## config.mk

```make
export PLATFORM = sky130hd
export DESIGN_NAME = flash_status_writer
export DESIGN_NICKNAME = d
export VERILOG_FILES = /design/src/rtl/flash_sr_pkg.sv /design/src/rtl/sr_in_sync.sv /design/src/rtl/sr_frame_rx.sv /design/src/rtl/sr_cmd_decode.sv /design/src/rtl/sr_status_bank.sv /design/src/rtl/flash_status_writer.sv
export SDC_FILE = /design/constraint.sdc
export NUM_CORES = 1
export LEC_CHECK = 0
export ABC_AREA = 1
export BUFFER_PORTS_ARGS = -buffer_cell sky130_fd_sc_hd__buf_2
export CORE_MARGIN = 2
export CORE_UTILIZATION = 35
export CTS_BUF_LIST = sky130_fd_sc_hd__clkbuf_8
export CTS_CLUSTER_DIAMETER = 30
export DETAILED_ROUTE_END_ITERATION = 10
export SLEW_MARGIN = 5
export SYNTH_ARGS = -nofsm -noshare
export SYNTH_HDL_FRONTEND = slang
export SYNTH_SLANG_ARGS = --single-unit
```

## constraint.sdc

```tcl
create_clock -name clk -period 2.9 [get_ports clk]
set_input_delay 0.29 -clock clk [delete_from_list [all_inputs] [get_ports clk]]
set_output_delay 0.29 -clock clk [all_outputs]
set_load 0.01 [all_outputs]
```

## src/rtl/flash_sr_pkg.sv

```systemverilog
// Shared constants for the status-register write path.
// Assumes byte-wide opcodes and registers; bit positions are fixed by the register map.
package flash_sr_pkg;
    localparam int BYTE_W = 8;

    localparam logic [BYTE_W-1:0] OPC_WREN_A = 8'h06;
    localparam logic [BYTE_W-1:0] OPC_WREN_B = 8'h50;
    localparam logic [BYTE_W-1:0] OPC_WRSR   = 8'h01;

    // Writable bits of each register: lock 7, protect 4:2 / quad-enable 1.
    localparam logic [BYTE_W-1:0] SR1_WMASK = 8'b1001_1100;
    localparam logic [BYTE_W-1:0] SR2_WMASK = 8'b0000_0010;
    localparam int SR1_LOCK_BIT = 7;
endpackage

```

## src/rtl/sr_in_sync.sv

```systemverilog
// Samples the serial lines into the system clock domain and finds serial-clock
// and chip-select rising edges. Assumes clk is several times faster than sck.
module sr_in_sync #(
    parameter int STAGES = 2
) (
    input  logic clk,
    input  logic rst_n,
    input  logic sck_i,
    input  logic csn_i,
    input  logic sdi_i,
    output logic sck_rise_o,
    output logic csn_rise_o,
    output logic csn_high_o,
    output logic sdi_o
);
    logic [STAGES:0]   sck_pipe;
    logic [STAGES:0]   csn_pipe;
    logic [STAGES-1:0] sdi_pipe;

    // Shift each line through its chain; chip-select idles high.
    always_ff @(posedge clk) begin
        if (!rst_n) begin
            sck_pipe <= '0;
            csn_pipe <= '1;
            sdi_pipe <= '0;
        end else begin
            for (int i = STAGES; i > 0; i--) begin
                sck_pipe[i] <= sck_pipe[i-1];
                csn_pipe[i] <= csn_pipe[i-1];
            end
            for (int i = STAGES - 1; i > 0; i--) begin
                sdi_pipe[i] <= sdi_pipe[i-1];
            end
            sck_pipe[0] <= sck_i;
            csn_pipe[0] <= csn_i;
            sdi_pipe[0] <= sdi_i;
        end
    end

    // Edge flags compare the last synchronised sample with the one before.
    assign sck_rise_o = sck_pipe[STAGES-1] & ~sck_pipe[STAGES];
    assign csn_rise_o = csn_pipe[STAGES-1] & ~csn_pipe[STAGES];
    assign csn_high_o = csn_pipe[STAGES-1];
    assign sdi_o      = sdi_pipe[STAGES-1];
endmodule

```

## src/rtl/sr_frame_rx.sv

```systemverilog
// Counts serial bits of a frame, captures the opcode byte and keeps the last
// two data bytes in a shift register. Assumes framing is reset while csn is high.
module sr_frame_rx #(
    parameter int BYTE_W      = 8,
    parameter int DATA_BYTES  = 2,
    localparam int DATA_BITS  = BYTE_W * DATA_BYTES,
    localparam int CNT_MAX    = BYTE_W + DATA_BITS + 1,
    localparam int CNT_W      = $clog2(CNT_MAX + 1)
) (
    input  logic                 clk,
    input  logic                 rst_n,
    input  logic                 csn_high_i,
    input  logic                 sck_rise_i,
    input  logic                 sdi_i,
    output logic [CNT_W-1:0]     bit_cnt_o,
    output logic [BYTE_W-1:0]    opcode_o,
    output logic [DATA_BITS-1:0] shreg_o
);
    logic [CNT_W-1:0]     cnt_q;
    logic [BYTE_W-1:0]    opc_q;
    logic [DATA_BITS-1:0] sh_q;

    // Shift data and count bits on each serial-clock rise within a frame.
    always_ff @(posedge clk) begin
        if (!rst_n || csn_high_i) begin
            cnt_q <= '0;
            sh_q  <= '0;
            if (!rst_n) opc_q <= '0;
        end else if (sck_rise_i) begin
            sh_q <= {sh_q[DATA_BITS-2:0], sdi_i};
            if (cnt_q != CNT_W'(CNT_MAX)) cnt_q <= cnt_q + 1'b1;
            if (cnt_q == CNT_W'(BYTE_W - 1)) opc_q <= {sh_q[BYTE_W-2:0], sdi_i};
        end
    end

    assign bit_cnt_o = cnt_q;
    assign opcode_o  = opc_q;
    assign shreg_o   = sh_q;


    cnt_step_chk: assert property (@(posedge clk) disable iff (!rst_n)
        1'b1 |=> (cnt_q == $past(cnt_q) || cnt_q == $past(cnt_q) + 1'b1 || cnt_q == '0));
endmodule

```

## src/rtl/sr_cmd_decode.sv

```systemverilog
// Classifies a frame at the chip-select rising edge: prefix complete, write-status
// attempt, and its one- or two-byte form. Assumes opcode is valid once 8 bits are in.
module sr_cmd_decode
    import flash_sr_pkg::*;
#(
    parameter int CNT_W     = 5,
    parameter int DATA_BITS = 16
) (
    input  logic                 clk,
    input  logic                 rst_n,
    input  logic                 csn_rise_i,
    input  logic [CNT_W-1:0]     bit_cnt_i,
    input  logic [BYTE_W-1:0]    opcode_i,
    input  logic [DATA_BITS-1:0] shreg_i,
    output logic                 prefix_done_o,
    output logic                 wrsr_try_o,
    output logic                 wrsr_one_o,
    output logic                 wrsr_two_o,
    output logic [BYTE_W-1:0]    byte_a_o,
    output logic [BYTE_W-1:0]    byte_b_o
);
    logic opc_full;
    logic is_prefix;

    // Decode opcode class and exact data length at the end of the frame.
    always_comb begin
        opc_full      = bit_cnt_i >= CNT_W'(BYTE_W);
        is_prefix     = (opcode_i == OPC_WREN_A) || (opcode_i == OPC_WREN_B);
        prefix_done_o = csn_rise_i && is_prefix && (bit_cnt_i == CNT_W'(BYTE_W));
        wrsr_try_o    = csn_rise_i && opc_full && (opcode_i == OPC_WRSR);
        wrsr_one_o    = wrsr_try_o && (bit_cnt_i == CNT_W'(2 * BYTE_W));
        wrsr_two_o    = wrsr_try_o && (bit_cnt_i == CNT_W'(3 * BYTE_W));
    end

    // Pick the first data byte from the window that matches the frame length.
    always_comb begin
        if (wrsr_two_o) byte_a_o = shreg_i[DATA_BITS-1 -: BYTE_W];
        else            byte_a_o = shreg_i[BYTE_W-1:0];
        byte_b_o = shreg_i[BYTE_W-1:0];
    end


    frame_kind_chk: assert property (@(posedge clk) disable iff (!rst_n)
        $onehot0({prefix_done_o, wrsr_one_o, wrsr_two_o}));
endmodule

```

## src/rtl/sr_status_bank.sv

```systemverilog
// Holds the write-enable latch and both status registers, applying the
// write-protect pin and lock interlock at commit. Assumes decode pulses last one cycle.
module sr_status_bank
    import flash_sr_pkg::*;
(
    input  logic              clk,
    input  logic              rst_n,
    input  logic              wp_n_i,
    input  logic              prefix_done_i,
    input  logic              wrsr_try_i,
    input  logic              wrsr_one_i,
    input  logic              wrsr_two_i,
    input  logic [BYTE_W-1:0] byte_a_i,
    input  logic [BYTE_W-1:0] byte_b_i,
    output logic [BYTE_W-1:0] sr1_o,
    output logic [BYTE_W-1:0] sr2_o,
    output logic              wel_o
);
    logic [BYTE_W-1:0] sr1_q;
    logic [BYTE_W-1:0] sr2_q;
    logic              wel_q;
    logic              frozen;
    logic              commit;

    // Commit needs the latch, an exact length and no pin-plus-lock freeze.
    always_comb begin
        frozen = !wp_n_i && sr1_q[SR1_LOCK_BIT];
        commit = wrsr_try_i && wel_q && (wrsr_one_i || wrsr_two_i) && !frozen;
    end

    // Write-enable latch: armed by a prefix, dropped by any write-status attempt.
    always_ff @(posedge clk) begin
        if (!rst_n)             wel_q <= 1'b0;
        else if (prefix_done_i) wel_q <= 1'b1;
        else if (wrsr_try_i)    wel_q <= 1'b0;
    end

    // Status registers: load masked data; one-byte form clears the second register.
    always_ff @(posedge clk) begin
        if (!rst_n) begin
            sr1_q <= '0;
            sr2_q <= '0;
        end else if (commit) begin
            sr1_q <= byte_a_i & SR1_WMASK;
            sr2_q <= wrsr_two_i ? (byte_b_i & SR2_WMASK) : '0;
        end
    end

    assign sr1_o = sr1_q;
    assign sr2_o = sr2_q;
    assign wel_o = wel_q;


    freeze_hold_chk: assert property (@(posedge clk) disable iff (!rst_n)
        (wrsr_try_i && !wp_n_i && sr1_q[SR1_LOCK_BIT]) |=> $stable({sr1_q, sr2_q}));

    no_latch_hold_chk: assert property (@(posedge clk) disable iff (!rst_n)
        (wrsr_try_i && !wel_q) |=> $stable({sr1_q, sr2_q}));

    latch_drop_chk: assert property (@(posedge clk) disable iff (!rst_n)
        wrsr_try_i |=> !wel_q);

    bad_len_hold_chk: assert property (@(posedge clk) disable iff (!rst_n)
        (wrsr_try_i && !wrsr_one_i && !wrsr_two_i) |=> $stable({sr1_q, sr2_q}));
endmodule

```

## src/rtl/flash_status_writer.sv

```systemverilog
// Top of the status-register write path: synchroniser, frame receiver,
// command decoder and register bank. Assumes inputs are free of glitches.
module flash_status_writer #(
    parameter int SYNC_STAGES = 2,
    parameter int BYTE_W      = 8
) (
    input  logic              clk,
    input  logic              rst_n,
    input  logic              csn_i,
    input  logic              sck_i,
    input  logic              sdi_i,
    input  logic              wp_n_i,
    output logic [BYTE_W-1:0] sr1_o,
    output logic [BYTE_W-1:0] sr2_o,
    output logic              wel_o
);
    localparam int DATA_BITS = 2 * BYTE_W;
    localparam int CNT_W     = $clog2(BYTE_W + DATA_BITS + 2);

    logic                 sck_rise, csn_rise, csn_high, sdi_s;
    logic [CNT_W-1:0]     bit_cnt;
    logic [BYTE_W-1:0]    opcode;
    logic [DATA_BITS-1:0] shreg;
    logic                 prefix_done, wrsr_try, wrsr_one, wrsr_two;
    logic [BYTE_W-1:0]    byte_a, byte_b;

    sr_in_sync #(.STAGES(SYNC_STAGES)) u_sync (
        .clk        (clk),
        .rst_n      (rst_n),
        .sck_i      (sck_i),
        .csn_i      (csn_i),
        .sdi_i      (sdi_i),
        .sck_rise_o (sck_rise),
        .csn_rise_o (csn_rise),
        .csn_high_o (csn_high),
        .sdi_o      (sdi_s)
    );

    sr_frame_rx #(.BYTE_W(BYTE_W), .DATA_BYTES(2)) u_rx (
        .clk        (clk),
        .rst_n      (rst_n),
        .csn_high_i (csn_high),
        .sck_rise_i (sck_rise),
        .sdi_i      (sdi_s),
        .bit_cnt_o  (bit_cnt),
        .opcode_o   (opcode),
        .shreg_o    (shreg)
    );

    sr_cmd_decode #(.CNT_W(CNT_W), .DATA_BITS(DATA_BITS)) u_dec (
        .clk           (clk),
        .rst_n         (rst_n),
        .csn_rise_i    (csn_rise),
        .bit_cnt_i     (bit_cnt),
        .opcode_i      (opcode),
        .shreg_i       (shreg),
        .prefix_done_o (prefix_done),
        .wrsr_try_o    (wrsr_try),
        .wrsr_one_o    (wrsr_one),
        .wrsr_two_o    (wrsr_two),
        .byte_a_o      (byte_a),
        .byte_b_o      (byte_b)
    );

    sr_status_bank u_bank (
        .clk           (clk),
        .rst_n         (rst_n),
        .wp_n_i        (wp_n_i),
        .prefix_done_i (prefix_done),
        .wrsr_try_i    (wrsr_try),
        .wrsr_one_i    (wrsr_one),
        .wrsr_two_i    (wrsr_two),
        .byte_a_i      (byte_a),
        .byte_b_i      (byte_b),
        .sr1_o         (sr1_o),
        .sr2_o         (sr2_o),
        .wel_o         (wel_o)
    );
endmodule

```

==> flow_summary_export.csv, run 1 <==
group,metric,value,unit
status,status,"completed",
power_and_ir_drop,p_int,0.7901,mW
floorplanning,die_h,77.45,µm
timing,setup_viol,0,
cts,clk_latency,0.30,ns
global_routing,grt_pass1_vias,1262,
setup_path,crit_fanout,28,
power_and_ir_drop,ir_drop,0.0003339,V
drt,dr.pass1.iters,4,
setup_path,crit_type,"flop to flop",
floorplanning,die_w,77.45,µm
place,place_congestion,0.8224,
timing,clock_skew,0.01089,ns
final_layout,layout_common_cells,"inv_1, dfxtp_1, nor2_1, o21ai_0, nand2_1",
cts,clk_pin_slew,0.08,ns
timing,hold_viol_final,0,
drt,wirelength,3300,µm
final_layout,antennaDiodeCount,0,
cts,clock-root-buffer,"clkbuf_8",
drt,topRoutingLayerUsed,"met4",
drt,drtIter0Drc,74,
setup_path,critPathLaunchType,"flop",
power_and_ir_drop,seq_power_share,0.607,
cts,cts_sinks,43,
final_layout,final_common_cell,"inv_1",
timing,rsz0062_at_grt,"false",
global_routing,grt_overflow,0,
global_routing,grt_use_total,0.1239,
global_routing,grt_max_degree,29,
place,portBuffers,11,
power_and_ir_drop,swShare,0.2282,
final_layout,nFillCells,569,
cts,cts_tree,"built",
logic_synthesis,yosys_warnings,0,
job,maxCapViolCount,0,
setup_path,r2r_start,"u_sync.sck_pipe[1]",
setup_path,r2r_end,"u_rx.bit_cnt_o[4]",
power_and_ir_drop,switchingPower,0.2336,mW
cts,post_cts_resize_count,0,
place,placed_area,1972,µm²
final_layout,area_growth,8.748,%
cts,post_cts_buffers,0,
drt,avgViaCountPerCell,4.318,
place,dp_hpwl,2341,µm
logic_synthesis,yosysSeqAreaShare,0.4983,
setup_path,max_stage_delay,0.34,ns
cts,htreeDepth,2,
floorplanning,io_pins,23,
timing,period_share,0.5319,
power_and_ir_drop,power_leakage,0.8478,nW
drt,drt-met1-wl,1711,µm
logic_synthesis,synth_area,1888,µm²
cts,clk_path_buf_depth,2,
cts,cts_buffers,5,
timing,period_needed,1.543,ns
hold_path,hold_class,"primary input to flop",
power_and_ir_drop,powerDensity,498.6,nW/µm²
final_layout,drive_gt1_frac,0.1393,
logic_synthesis,avgSynthCellArea,8.245,µm²
setup_path,r2r_cells,7,
hold_path,hold_end,"u_sync.csn_pipe[0]",
logic_synthesis,ys_ff_latch,43,
timing,tns,0,ns
setup_path,arrival,1.74,ns
floorplanning,design.core.area,5172,µm²
setup_path,critPathCaptureType,"flop",
power_and_ir_drop,combPwrFrac,0.040,
drt,ant_nets,0,
cts,cts_hold_buf,0,
setup_path,critPathSlowestCell,"dfxtp_1",
setup_path,crit_required,3.09,ns
floorplanning,initial_core_util,0.3650,
timing,drv_slew,0,
floorplanning,die_area,5998,µm²
logic_synthesis,synth.distinct_cells,29,
drt,wl_per_cell,10.51,µm
timing,fmax,0.6482,GHz
final_layout,final_nets,252,
setup_path,reg2reg_slack,1.36,ns
drt,wl_met3,129,µm
global_routing,grt_pass1_wl,5837,µm
logic_synthesis,synthCells,229,
floorplanning,rows,26,
drt,wl_met2,1422,µm
setup_path,crit_chain,"inv_2 > nor2_8 > nand2_2 > nor3_1 > nand2_1 > o21ai_0 > nor2_1",
drt,dr_total_vias,1356,
global_routing,antenna_found_initial,0,
drt,drc,0,
power_and_ir_drop,clkPwrFrac,0.353,
hold_path,hold_path.startpoint,"csn_i",
hold_path,min_path_cells,2,
final_layout,final_area,2053,µm²
cell families after synthesis:
group,share of synthesized area
other,0.001986
AOI/OAI and AO/OA,0.1306
DFF,0.4983
buffers and inverters,0.1345
adders and majority gates,0.01988
and+or+nand+nor,0.2147
power groups by stage:
stage / sequential [mW] / combinational, mW / clock, mW
floorplan: 0.634 / 0.0436 / 0
global placement: 0.635 / 0.0415 / 0
detailed placement: 0.635 / 0.0417 / 0
CTS: 0.621 / 0.0420 / 0.372
global route: 0.623 / 0.0480 / 0.396
finish: 0.621 / 0.0412 / 0.361
cell usage after synthesis (all sizes together):
cell type,number,share of area
buf,13,0.048
nor3,2,0.0053
nor4,1,0.0033
nand4,3,0.0099
o21ai,28,0.074
conb,1,0.0020
ha,3,0.020
or2,2,0.0066
o21bai,1,0.0040
nor2,36,0.093
a21oi,18,0.048
nand3b,2,0.0079
nand3,4,0.017
inv,38,0.076
nand2,29,0.067
edfxtp,8,0.13
nor3b,1,0.0040
clkbuf,3,0.011
o41ai,1,0.0046
dfxtp,35,0.37
state kept, by name (all words and copies together), names as in the netlist:
signal	cells
u_sync.sck_pipe	3
u_rx.bit_cnt_o	5
u_bank.sr2_o	1
u_rx.shreg_o	16
u_bank.wel_o	1
u_rx.opcode_o	8
u_bank.sr1_o	4
u_sync.csn_pipe	3
u_sync.sdi_pipe	2
critical path, delay by kind of cell (launching register included):
kind | cells | cell delay [ns]
AOI/OAI and AO/OA | 1 | 0.17
and+or+nand+nor | 5 | 0.85
buffers and inverters | 1 | 0.06
DFF | 1 | 0.34
worst max-delay path by stage:
stage | endpoint | slack (ns) | start
final | u_rx.bit_cnt_o[4] | 1.36 | u_sync.sck_pipe[1]
after global routing | u_rx.bit_cnt_o[4] | 1.21 | u_sync.sck_pipe[1]
after CTS | u_rx.opcode_o[7] | 1.32 | u_sync.sck_pipe[1]
after detailed placement | u_rx.opcode_o[7] | 1.34 | u_sync.sck_pipe[1]
after global placement | u_rx.opcode_o[7] | 1.36 | u_sync.sck_pipe[1]
after floorplan | u_rx.opcode_o[0] | 0.96 | u_rx.bit_cnt_o[0]
final cells by class:
class                      instances  area (µm²)  share of cell area
clock buffer                       5       68.82             0.03352
clock inverter                     3       12.51            0.006094
inverter                          38       142.6             0.06947
sequential                        43       940.9              0.4583
multi-input combinational        142       730.7              0.3559
tap                               70       87.58             0.04266
timing repair buffer              13       70.07             0.03413
routing by layer:
layer	global-route usage	up-vias
met4	0.03750	0
met1	0.1695	597
met5	0	-
met2	0.1852	23
met3	0.04186	6
li1	-	730
through the flow:
step	cells	total power [mW]	utilization	setup slack, ns	hold slack, ns
floorplan	239	0.6781	-	0.9629	0.3876
global placement	306	0.6769	0.3812	1.355	0.3959
detailed placement	306	0.6772	0.3812	1.336	0.3970
CTS	314	1.035	0.3970	1.318	0.1649
global route	314	1.067	0.3970	1.205	0.1721
finish	314	1.024	0.3970	1.357	0.1675
No activity file was read; power rests on OpenSTA's default activity.
==> run 2, diff against run 1 <==
--- a/config.mk
+++ b/config.mk
@@ -5,7 +5,7 @@
 export SDC_FILE = /design/constraint.sdc
 export NUM_CORES = 1
 export LEC_CHECK = 0
-export ABC_AREA = 1
+export ABC_AREA = 0
 export BUFFER_PORTS_ARGS = -buffer_cell sky130_fd_sc_hd__buf_2
 export CORE_MARGIN = 2
 export CORE_UTILIZATION = 35
==> constraint.sdc (replaced) <==
create_clock -name clk -period 1.4 [get_ports clk]
set_input_delay 0.14 -clock clk [delete_from_list [all_inputs] [get_ports clk]]
set_output_delay 0.14 -clock clk [all_outputs]
set_load 0.01 [all_outputs]
==> run 2 against run 1 <==
The flow now finishes with violations (negative setup slack). Flip-flop and latch count is the same. Via count shrank 5.8%. Maximum frequency grew 5.8%. Register-to-register slack lost 1.4 ns. Sequential power grew 110%. Clock-buffer cell count grew 1.
==> flow_summary_export.csv, run 2 <==
group,metric,value,unit
cts,clock-root-buffer,"clkbuf_8",
status,status,"finished, violations left",
setup_path,path_depth,4,
setup_path,crit_type,"flop to flop",
timing,period_needed,1.458,ns
timing,period_share,1.041,
setup_path,startpoint,"u_rx.opcode_o[1]",
logic_synthesis,synthCells,195,
cts,clk_pin_slew,0.07,ns
final_layout,largest_reg_flops,16,
logic_synthesis,yosysSeqAreaShare,0.5179,
global_routing,grt_max_degree,23,
timing,tightestPinTransition,0.6895,ns
hold_path,min_path_cells,2,
job,maxCapViolCount,0,
logic_synthesis,synthSimpleGateAreaFrac,0.2328,
timing,hold_slack,0.02737,ns
drt,avgViaCountPerCell,4.422,
logic_synthesis,synth_top_family_by_area,"simple AND/OR/NAND/NOR gates",
logic_synthesis,async_flop_share,0,
setup_path,critPathLaunchType,"flop",
place,place_congestion,0.7689,
timing,tns,-0.07335,ns
setup_path,arrival,1.65,ns
power_and_ir_drop,design_power_total,2.368,mW
final_layout,final_common_cell,"nand2_1",
logic_synthesis,ys.flop_type,"dfxtp_1",
drt,topRoutingLayerUsed,"met4",
place,portBuffers,11,
global_routing,grt_overflow,0,
cts,clk_path_buf_depth,2,
logic_synthesis,synth_edf_count,8,
drt,drtIter0Drc,71,
cts,cts_buffers,5,
drt,dr_total_vias,1278,
drt,dr.pass1.iters,4,
timing,setup_viol,4,
final_layout,area_growth,23.07,%
logic_synthesis,avgSynthCellArea,9.317,µm²
cts,clk_latency,0.30,ns
hold_path,hold_class,"primary input to flop",
logic_synthesis,synth.distinct_cells,34,
final_layout,final_nets,227,
global_routing,grt_use_total,0.1181,
timing,fmax,0.6859,GHz
logic_synthesis,yosysTopAreaCellShare,0.3857,
setup_path,critPathCaptureType,"flop",
power_and_ir_drop,power_leakage,0.8360,nW
timing,drv_slew,0,
place,preCtsSetupSlack,-0.1053,ns
timing,hold_viol_final,0,
logic_synthesis,yosys-mux-area-fraction,0.04683,
cts,htreeDepth,2,
logic_synthesis,synth-compound-area-share,0.07300,
floorplanning,initial_core_util,0.3603,
final_layout,layout_common_cells,"nand2_1, dfxtp_1, a21oi_1, buf_4, and2_1",
timing,maxSlewHeadroom,0.5398,
logic_synthesis,synthTopCellsByArea,"dfxtp_1, edfxtp_1, nand2_1",
floorplanning,rows,26,
power_and_ir_drop,ir_drop,0.0005297,V
logic_synthesis,synthXorXnorAreaFrac,0.01928,
timing,setup_slack,-0.05791,ns
logic_synthesis,synth_top_area_cell,"dfxtp_1",
drt,drc,0,
final_layout,antennaDiodeCount,0,
logic_synthesis,ys_top_cells_by_count,"nand2_1, dfxtp_1, a21oi_1",
drt,wirelength,3308,µm
final_layout,drive_gt1_frac,0.2785,
floorplanning,design.core.area,5042,µm²
timing,clock_skew,0.008631,ns
global_routing,antenna_found_initial,0,
setup_path,critPathSlowestCell,"or3_4",
logic_synthesis,yosys.area_share.adder,0.02066,
drt,drt-met1-wl,1571,µm
logic_synthesis,ys_ff_latch,43,
logic_synthesis,synth_area,1817,µm²
floorplanning,io_pins,23,
drt,ant_nets,0,
logic_synthesis,yosysMostFrequentCell,"nand2_1",
status,failed_checks,"negative setup slack",
setup_path,cp_num_buf_inv,0,
setup_path,reg2reg_slack,-0.06,ns
drt,wl_met3,116,µm
setup_path,cp-endpoint,"u_bank.sr2_o[1]",
floorplanning,die_h,76.05,µm
cts,cts_hold_buf,0,
setup_path,path_delay_family,"simple AND/OR/NAND/NOR gates",
global_routing,grt_pass1_vias,1187,
floorplanning,die_w,76.05,µm
logic_synthesis,yosys_warnings,0,
drt,wl_met2,1574,µm
floorplanning,die_area,5783,µm²
setup_path,max_stage_delay,0.46,ns
setup_path,crit_required,1.59,ns
cts,cts_sinks,43,
power_and_ir_drop,powerDensity,1059,nW/µm²
place,dp_hpwl,2247,µm
setup_path,r2r_end,"u_bank.sr2_o[1]",
timing,rsz0062_at_grt,"true",
setup_path,crit_fanout,5,
global_routing,grt_pass1_wl,5395,µm
cts,cts_tree,"built",
setup_path,r2r_start,"u_rx.opcode_o[1]",
setup_path,crit_chain,"nor2_1 > o2111ai_2 > or3_4 > a22o_1",
setup_path,r2r_cells,4,
drt,wl_per_cell,11.45,µm
==> run 2: changes by cell type in the layout (fill, tap and decap cells not counted), sizes merged, moves of 2 or more <==
cell	change
nand2b	+4
and2	+15
or2	-2
nand4b	+2
inv	-36
nand2	+11
mux2i	+4
o21ai	-27
buf	+16
mux2	+4
nor2b	+3
xor2	+3
or3	+2
nor2	-29
==> run 2: kinds of logic (layout without fill, tap and decap cells) <==
| kind of cell | count (synthesis) | in the layout |
|---|---|---|
| buffers and inverters | 27 | 41 |
| adders and majority gates | 3 | 3 |
| muxes | 8 | 8 |
| DFF | 43 | 43 |
| and+or+nand+nor | 85 | 85 |
| xor gates and xnor gates | 4 | 4 |
| other | 1 | 11 |
| AOI/OAI and AO/OA | 24 | 24 |
==> run 2: where the power goes <==
part | total, mW | switching [mW] | internal, mW | leakage [nW]
logic | 0.0902 | 0.0569 | 0.0332 | 0.406
registers | 1.28 | 0.00945 | 1.27 | 0.369
clock network | 0.997 | 0.420 | 0.577 | 0.0612
total | 2.37 | 0.486 | 1.88 | 0.836
==> run 2: worst min-delay path by stage <==
stage | from | to
3_5_place_dp | csn_i | u_sync.csn_pipe[0]
2_1_floorplan | csn_i | u_sync.csn_pipe[0]
5_1_grt | csn_i | u_sync.csn_pipe[0]
3_3_place_gp | csn_i | u_sync.csn_pipe[0]
4_1_cts | csn_i | u_sync.csn_pipe[0]
6_report | csn_i | u_sync.csn_pipe[0]
==> run 2: per-layer routing <==
layer  vias to the layer above  global-route usage
met1                       594              0.1459
met3                         5             0.04621
met2                        16              0.1902
met5                         -                   0
li1                        663                   -
met4                         0             0.03818
==> run 2: timing repair <==
action	in CTS	in global routing
endpoints found under the setup margin	14	9
pin swaps	4	10
buffers inserted	1	1
gates resized for setup	8	10
==> run 2: through the flow <==
stage	util	cells	area, µm²
detailed placement	0.4027	279	2031
finish	0.4434	289	2236
CTS	0.4337	288	2187
floorplan	-	205	1924
global route	0.4434	289	2236
global placement	0.4027	279	2031
==> run 2: layout make-up <==
class | count | area (µm²)
multi-input combinational | 135 | 868.3
clock inverter | 2 | 35.03
inverter | 4 | 17.52
fill | 496 | 2806
timing repair buffer | 29 | 193.9
clock buffer | 6 | 82.58
sequential | 43 | 950.9
tap | 70 | 87.58
==> run 3, diff against run 2 <==
--- a/config.mk
+++ b/config.mk
@@ -12,6 +12,7 @@
 export CTS_BUF_LIST = sky130_fd_sc_hd__clkbuf_8
 export CTS_CLUSTER_DIAMETER = 30
 export DETAILED_ROUTE_END_ITERATION = 10
+export REMOVE_ABC_BUFFERS = 1
 export SLEW_MARGIN = 5
 export SYNTH_ARGS = -nofsm -noshare
 export SYNTH_HDL_FRONTEND = slang
==> run 3 against run 2 <==
The flow still finishes with violations (negative setup slack). Final cell count rose by 2.8%. Worst setup slack improved by 0.038 ns. Die area did not move. Critical path depth increased by 2. Wire length up 6.7%. Critical endpoint unchanged. Largest cell class unchanged. Largest power group unchanged.
==> flow_summary_export.csv, run 3 (same netlist as run 2, synthesis figures left out) <==
group,metric,value,unit
global_routing,grt_use_total,0.1311,
status,status,"finished, violations left",
global_routing,grt_pass1_vias,1282,
cts,htreeDepth,2,
final_layout,nFillCells,509,
drt,dr_total_vias,1348,
status,failed_checks,"negative setup slack",
global_routing,met2_usage,0.2259,
floorplanning,design.core.area,5042,µm²
power_and_ir_drop,power_leakage,0.8580,nW
global_routing,busiest_layer,"met2",
drt,drtIter0Drc,31,
floorplanning,initial_core_util,0.3603,
timing,setup_viol,9,
final_layout,largest_reg_flops,16,
setup_path,crit_type,"flop to flop",
final_layout,area_growth,23.97,%
setup_path,critPathCaptureType,"flop",
floorplanning,rows,26,
drt,wl_per_cell,11.88,µm
floorplanning,die_h,76.05,µm
job,maxCapViolCount,0,
cts,cts_hold_buf,0,
final_layout,final_nets,235,
final_layout,final_common_cell,"nand2_1",
setup_path,critPathLaunchType,"flop",
floorplanning,die_w,76.05,µm
place,place_congestion,0.7736,
cts,cts_tree,"built",
final_layout,multi_input_area,849.6,µm²
floorplanning,io_pins,23,
final_layout,antennaDiodeCount,0,
drt,drc,0,
cts,clk_path_buf_depth,2,
timing,rsz0062_at_grt,"true",
final_layout,final_area,2252,µm²
setup_path,crit_fanout,2,
timing,fmax,0.7043,GHz
final_layout,ff_latch_area,948.4,µm²
place,placed_area,2033,µm²
global_routing,grtUsageMet1,0.1613,
power_and_ir_drop,design_power_total,2.138,mW
timing,period_share,1.014,
drt,dr.pass1.iters,4,
final_layout,layout_common_cells,"nand2_1, dfxtp_1, buf_4, a21oi_1, and2_1",
floorplanning,die_area,5783,µm²
drt,ant_nets,0,
place,dp_hpwl,2464,µm
timing,tns,-0.03844,ns
global_routing,grt_pass1_wl,6058,µm
final_layout,final_util,0.4467,
power_and_ir_drop,ir_drop,0.0007371,V
hold_path,hold_class,"primary input to flop",
global_routing,grt_overflow,0,
place,portBuffers,11,
cts,cts_buffers,5,
cts,clk_pin_slew,0.08,ns
global_routing,use_met3,0.02844,
setup_path,crit_required,1.64,ns
final_layout,drive_gt1_frac,0.3040,
timing,hold_viol_final,0,
drt,wirelength,3528,µm
cts,cts_sinks,43,
power_and_ir_drop,powerDensity,949.2,nW/µm²
timing,clock_skew,0.01342,ns
timing,period_needed,1.420,ns
setup_path,arrival,1.66,ns
timing,setup_slack,-0.01987,ns
global_routing,antenna_found_initial,0,
cts,clk_latency,0.30,ns
cts,clock-root-buffer,"clkbuf_8",
drt,avgViaCountPerCell,4.539,
timing,drv_slew,0,
global_routing,grt_max_degree,23,
place,preCtsSetupSlack,-0.1323,ns
run 3: cell types whose count changed in the layout (fill, tap and decap cells not counted), moves of 2 or more:
cell	previous run	this run
buf_4	17	22
buf_6	1	4
mux2_2	0	2
mux2_4	4	2
run 3: layout make-up:
| class | count | share of cell area |
|---|---|---|
| flip-flops and latches | 43 | 0.4211 |
| clock inverters | 3 | 0.007778 |
| multi-input cells | 135 | 0.3772 |
| repair buffers | 37 | 0.1178 |
| clock buffers | 5 | 0.03056 |
| well taps | 70 | 0.03889 |
| inverters | 4 | 0.006667 |
run 3: through the flow:
| step | hold slack [ns] | cells |
|---|---|---|
| after detailed placement | 0.3267 | 287 |
| after CTS | 0.02892 | 296 |
| final | 0.02967 | 297 |
| after global routing | 0.02408 | 297 |
| after global placement | 0.3280 | 287 |
| after floorplan | 0.2130 | 182 |
run 3: power breakdown:
group | leakage, nW | switching, mW | internal (mW)
Combinational | 0.440 | 0.0589 | 0.0369
Clock | 0.0493 | 0.417 | 0.345
Sequential | 0.369 | 0.00762 | 1.27
run 3: worst max-delay path, stage by stage (launching register included):
cell and delay (ns):
edfxtp_1 0.38, nor3_2 0.18, nand3b_1 0.12, buf_4 0.15
buf_4 0.13, nor4_2 0.23, a22o_1 0.16
run 3: what timing repair did:
action	4_1_cts	5_1_grt
pin swaps	8	11
cloned	0	0
endpoints found under the hold margin	0	0
setup buffers	1	1
endpoints found under the setup margin	14	19
resized for setup	12	18
run 3: routing by layer:
layer  wire length (µm)  vias up  part of all wire
met2               1814       22              0.51
met4                 72        0             0.020
met5                  0        -                 0
met3                103        7             0.029
met1               1537      638              0.44
li1                   -      681                 -
run 3: worst paths after layout:
kind	slack [ns]	cells past startpoint	from	end
max reg2reg	-0.02	6	u_rx.opcode_o[3]	u_bank.sr2_o[1]
max	-0.02	6	u_rx.opcode_o[3]	u_bank.sr2_o[1]
min reg2reg	0.42	1	u_sync.csn_pipe[0]	u_sync.csn_pipe[1]
min	0.03	2	csn_i	u_sync.csn_pipe[0]
